==> src/rtl/tscap_pkg.sv <==
package tscap_pkg;

    typedef struct packed {
        logic on_rise;
        logic on_fall;
        logic irq_en;
    } tscap_mode_t;

    typedef struct packed {
        logic rise;
        logic fall;
    } tscap_edges_t;

    function automatic tscap_edges_t tscap_detect(logic cur, logic prev);
        tscap_edges_t e;
        e.rise = cur & ~prev;
        e.fall = ~cur & prev;
        return e;
    endfunction

    function automatic logic tscap_fires(tscap_mode_t m, tscap_edges_t e);
        return (m.on_rise & e.rise) | (m.on_fall & e.fall);
    endfunction

endpackage

==> src/rtl/tscap_edge.sv <==
module tscap_edge
    import tscap_pkg::*;
#(
    parameter int STAGES = 2
) (
    input  logic         clk,
    input  logic         rst,
    input  logic         pin,
    output tscap_edges_t edges
);
    localparam int LAST = STAGES - 1;

    logic [LAST:0] chain;
    logic          prev;

    generate
        if (STAGES == 1) begin : g_single
            always_ff @(posedge clk) begin
                if (rst) chain <= '0;
                else     chain <= pin;
            end
        end else begin : g_multi
            always_ff @(posedge clk) begin
                if (rst) chain <= '0;
                else     chain <= {chain[LAST-1:0], pin};
            end
        end
    endgenerate

    always_ff @(posedge clk) begin
        if (rst) prev <= 1'b0;
        else     prev <= chain[LAST];
    end

    assign edges = tscap_detect(chain[LAST], prev);
endmodule

==> src/rtl/tscap_capreg.sv <==
module tscap_capreg #(
    parameter int TW = 16
) (
    input  logic          clk,
    input  logic          rst,
    input  logic          load,
    input  logic [TW-1:0] din,
    output logic [TW-1:0] dout
);
    always_ff @(posedge clk) begin
        if (rst)       dout <= '0;
        else if (load) dout <= din;
    end
endmodule

==> src/rtl/tscap_flag.sv <==
module tscap_flag (
    input  logic clk,
    input  logic rst,
    input  logic set,
    input  logic clr,
    input  logic irq_en,
    output logic flag,
    output logic irq
);
    always_ff @(posedge clk) begin
        if (rst)      flag <= 1'b0;
        else if (set) flag <= 1'b1;
        else if (clr) flag <= 1'b0;
    end

    assign irq = flag & irq_en;
endmodule

==> src/rtl/tscap_unit.sv <==
module tscap_unit
    import tscap_pkg::*;
#(
    parameter int TW          = 16,
    parameter int SYNC_STAGES = 2
) (
    input  logic          clk,
    input  logic          rst,
    input  logic          cap_pin,
    input  logic [TW-1:0] timer_val,
    input  logic          edge_rise_en,
    input  logic          edge_fall_en,
    input  logic          irq_en,
    input  logic          flag_clr,
    output logic [TW-1:0] cap_value,
    output logic          evt_flag,
    output logic          irq_req
);
    tscap_mode_t  mode;
    tscap_edges_t edges;
    logic         cap_hit;

    assign mode.on_rise = edge_rise_en;
    assign mode.on_fall = edge_fall_en;
    assign mode.irq_en  = irq_en;

    tscap_edge #(.STAGES(SYNC_STAGES)) u_edge (
        .clk   (clk),
        .rst   (rst),
        .pin   (cap_pin),
        .edges (edges)
    );

    assign cap_hit = tscap_fires(mode, edges);

    tscap_capreg #(.TW(TW)) u_capreg (
        .clk  (clk),
        .rst  (rst),
        .load (cap_hit),
        .din  (timer_val),
        .dout (cap_value)
    );

    tscap_flag u_flag (
        .clk    (clk),
        .rst    (rst),
        .set    (cap_hit),
        .clr    (flag_clr),
        .irq_en (mode.irq_en),
        .flag   (evt_flag),
        .irq    (irq_req)
    );
endmodule

==> config.mk <==
export PLATFORM = sky130hd
export DESIGN_NAME = tscap_unit
export DESIGN_NICKNAME = d
export VERILOG_FILES = /design/src/rtl/tscap_pkg.sv /design/src/rtl/tscap_edge.sv /design/src/rtl/tscap_capreg.sv /design/src/rtl/tscap_flag.sv /design/src/rtl/tscap_unit.sv
export SDC_FILE = /design/constraint.sdc
export NUM_CORES = 1
export LEC_CHECK = 0
export ABC_CLOCK_PERIOD_IN_PS = 1300
export BUFFER_PORTS_ARGS = -buffer_cell sky130_fd_sc_hd__buf_2
export CORE_MARGIN = 4
export CORE_UTILIZATION = 44
export CTS_CLUSTER_DIAMETER = 120
export DETAILED_ROUTE_END_ITERATION = 16
export PLACE_DENSITY = 0.77
export RECOVER_POWER = 50
export SETUP_SLACK_MARGIN = 0.3
export SKIP_CTS_REPAIR_TIMING = 1
export SLEW_MARGIN = 10
export SYNTH_ARGS = -nofsm -noshare
export SYNTH_HDL_FRONTEND = slang
export SYNTH_SLANG_ARGS = --single-unit
==> constraint.sdc <==
create_clock -name clk -period 1.3 [get_ports clk]
set_input_delay 0.065 -clock clk [delete_from_list [all_inputs] [get_ports clk]]
set_output_delay 0.065 -clock clk [all_outputs]
set_load 0.005 [all_outputs]
After elaboration in Yosys (flattened, before gate mapping)
Index checks and enable logic that the tools add are counted.
Widths: inputs -> output; s select.

operators by class
  muxes and demuxes = 2
  bitwise gates (word level) = 8
  reduce and logical (&&, ||, !) cells = 1

operators with widths
  cell               count
  $and 1x1->1        5
  $mux 1             2
  $not 1->1          2
  $reduce_bool 2->1  1
  $or 1x1->1         1

storage, ports and cells
  register bits after elaboration = 20
  input port bits = 23
  output and inout bits = 18
  word-level logic and storage cells = 15

Longest topological paths before layout
  word-level depth = 5
  depth in mapped cells = 5
  mapped depth without buffers = 3

Cells and area by module
A second synthesis with hierarchy kept.

unflattened totals
  cell total of the unflattened synthesis = 66
  area, all modules = 725.7 um^2

modules (own cells, without submodules)
  module        times used  cells each  area each (um^2)
  tscap_capreg  1           52          580.6
  tscap_edge    1           8           91.3
  tscap_flag    1           5           45.0
  tscap_unit    1           1           8.8

Worst setup path before layout
No wires, ideal clock.

  kind = flip-flop to flip-flop
  start point = register u_edge.prev
  end point = register u_capreg.dout[0]
  library setup time = 0.118 ns
  arrival = 0.924 ns
  setup slack = 0.258 ns
  stages on the path, launching flop included = 6
  buffers on the path = 2
  clock period less this slack = 1.042 ns
  cell sequence = dfxtp_1 -> nand2_1 -> o22a_1 -> buf_6 -> buf_12 -> mux2i_1

on the way
  word-level cells in the longest chain between the ends = 4

ends and longest elaborated chain
  what                    line                source
  from (decl)             tscap_edge.sv:14    logic prev;
  from (signal assigned)  tscap_edge.sv:32    else prev <= chain[LAST];
  $not 1->1               tscap_pkg.sv:16     e.rise = cur & ~prev;
  $and 1x1->1             tscap_pkg.sv:16
  $and 1x1->1             tscap_pkg.sv:22     return (m.on_rise & e.rise) | (m.on_fall & e.fall);
  $or 1x1->1 *            tscap_pkg.sv:22
  to (signal assigned)    tscap_capreg.sv:12  else if (load) dout <= din;
  to (decl)               tscap_capreg.sv:8   output logic [TW-1:0] dout

Every way passes the cells marked *; elsewhere a longest branch is shown, timed or not.
A chain may end at the register's enable or synchronous reset.

Worst setup path after layout
  start point = register u_edge.prev
  end point = register u_capreg.dout[11]

Same word-level chain as after synthesis.

==> impl_results.md <==
* Clk_lat worst skew at about 290 ps
* Routed vias at ~700
* Worst EP required at around 1500 ps
* Slew headroom at 34.3%
* F_max at 949 MHz
* Min Tclk post-route at 1050 ps
* CTS tree: built
* GR Layer Usage met3 at around 3.7%
* Top cell type's share of synthesized area at a little under half
* Status: finished, violations left
* Max_cap viols at 0
* Mapped Area at between 800 and 900 um^2
* CP Class: reg -> reg
* Sink Count at 20
* Cell Chain, Critical Path: nand2_2 -> o22a_4 -> clkbuf_16 -> mux2i_1
* Nets@finish at 150
* Global-route wire length before repair at about 2.8 mm
* Yosys warning total at 0
* PortBufs at 40
* Setup Skew at between 0.8 and 0.9 ps
* Final-layout fill cell count at 160
* Seq pwr share at between 50% and 60%
* Core area at between 1500 and 2000 um^2
* Failing checks: hold timing
* Number of synthesized register bits at 20
* Router iterations before antenna repair at 3
* Post-DRT Antenna Nets at 0
* Fin worst setup slack at ~250 ps
* Initial core utilization at between 40% and 50%
* Post-route DRC at 0
* Critical path's largest stage delay at ~360 ps
* Total power draw at about 1300 uW
* Die Y at 52.1 um
* Syn avg cell area at 10.4 um^2
* Clock Tree Buf Depth at 2
* I/O Pins at 41
* Placed cells at between 100 and 150
* Seq/Total Area, Yosys at 46.8%
* Overflow after GRT at 0
* Hold slack at -10.3 ps
* Initial antenna violation count at 0
* Gr busiest metal: met2
* Worst setup SP type: register
* Antenna Cells at 0
* Leak at approximately 0.00062 uW
* Largest net degree at the start of global routing at 37
* Initial DRC count at 2
* Syn Inst Count at 82
* Met2 usage at around 22%
* CP arrival at about 1300 ps
* CTS clock-pin slew for the worst setup and hold paths at 110 ps
* Tcrit/Tclk final at 81.1%
* Finished Layout Cells at about 150
* Final Slew Violations at 0
* Yosys top cell by area: dfxtp_1
* Max VDD drop at roughly 0.00057 V
* Distinct cells, synth at 11
* Row count at 15
* Syn Nets at around 110
* Layout cell share with drive strength beyond 1 at 35.7%
* GRT Overall Usage at about an eighth
* Worst slew pin tran at around 1000 ps
* CTS root buf: clkbuf_4
* Sw Ratio at approximately a fifth
* Top post-synthesis cells by area: dfxtp_1 (47%), nand2b_1 (24%), mux2i_1 (19%), buf_12 (2.3%), nor2b_1 (2.2%)
* Max FO, Critical Path at 8
* PwrDens at 1080 nW/um^2
* Sw Pwr at between 200 and 300 uW
* Final WL at 1.78 mm
* Worst min-delay path category: in -> reg
* RSZ-0062 raised after global routing: yes
* Setup TNS at 0 ps
* Avg WL per Cell at about 12 um
* Final setup viols at 0
* H-tree levels at 1
* Die width at approximately 52 um
* Final Hold Viols at 1
* Placer Congestion at between 0.6 and 0.7
* Syn-to-layout area delta at 39.6%
* P_int at roughly 1000 uW
* Via density at around 4.6
* Logic pwr share at about 11%
* Die ar. at 2710 um^2
* Cts bufs inserted at 3
* Worst setup EP type: register
* Worst path slowest cell: dfxtp_2
* Vias in the first global route at about 670
* GR Util met1 at around 17%
* Dpl ws at 211 ps
* Clock share of power at 38.8%
==> metal layers <==
layer  part of all wire [%]  vias up
met3                    9.0        2
li1                       -      351
met5                      0        -
met4                   0.95        0
met2                     46       30
met1                     44      315
==> cell usage in the layout (no fill, tap or decap), types with 2 or more instances in the layout <==
cell type / netlist / layout
clkbuf_1: 3 / 7
clkbuf_4: 0 / 3
nand2_2: 0 / 2
clkbuf_16: 0 / 2
buf_2: 0 / 33
dlygate4sd3_1: 0 / 2
dfxtp_1: 20 / 18
nand2b_1: 33 / 33
mux2i_1: 16 / 16
dfxtp_2: 0 / 2
nor2b_1: 3 / 3
==> kinds of logic (layout without fill, tap and decap cells) <==
group / after synthesis / in the layout / share of synthesized area (%)
AND/OR/NAND/NOR: 39 / 39 / 27.9
flip-flops: 20 / 20 / 46.8
AO/OA/AOI/OAI: 2 / 2 / 1.61
multiplexers: 16 / 16 / 18.7
buffers and inverters: 5 / 49 / 4.97
==> path summary, 6_finish.rpt <==
kind / start / end / slack [ps] / depth (start not counted)
setup reg to reg: u_edge.prev$_SDFF_PP0_ / u_capreg.dout[11]$_SDFFE_PP0P_ / 250 / 4
hold / removal: cap_pin / u_edge.chain[0]$_SDFF_PP0_ / -10 / 2
hold reg to reg: u_edge.chain[0]$_SDFF_PP0_ / u_edge.chain[1]$_SDFF_PP0_ / 470 / 1
setup / recovery: u_edge.prev$_SDFF_PP0_ / u_capreg.dout[11]$_SDFFE_PP0P_ / 250 / 4
==> worst max-delay path, delay by kind of cell (launching register included) <==
kind / cells / cell delay [ps]
muxes: 1 / 110
DFF: 1 / 360
and+or+nand+nor: 1 / 50
buffers and inverters: 1 / 170
AOI/OAI and AO/OA: 1 / 250
==> per-stage QoR <==
step	util (%)	cell area, um^2
5_1_grt	67.0	1190
3_3_place_gp	59.2	1050
4_1_cts	62.1	1110
2_1_floorplan	-	858
3_5_place_dp	59.2	1050
6_report	67.0	1190
==> final cells by class <==
class	instances	area (um^2)	area share, %
flip-flops and latches	20	403	33.7
multi-input cells	57	427	35.7
clock buffers	3	22.5	1.88
repair buffers	45	282	23.6
clock inverters	1	30.0	2.51
well taps	25	31.3	2.62
==> power groups by stage <==
stage               Combinational, uW  Sequential [uW]  Clock [uW]
detailed placement                124              657           0
floorplan                        71.5              658           0
global route                      161              648         544
global placement                  122              656           0
CTS                               124              644         510
finish                            145              644         501
==> flip-flops by register name, summed over array words and instances (netlist names) <==
name / cells
u_edge.chain: 2
u_edge.prev: 1
u_flag.flag: 1
u_capreg.dout: 16
==> cell usage after synthesis, drive strengths merged <==
master and number:
nand2b 33, dfxtp 20, mux2i 16, clkbuf 3
nor2b 3, buf 2, nand2 2, a21oi 1
and2 1, o22a 1
No activity file was read; power rests on OpenSTA's default activity.
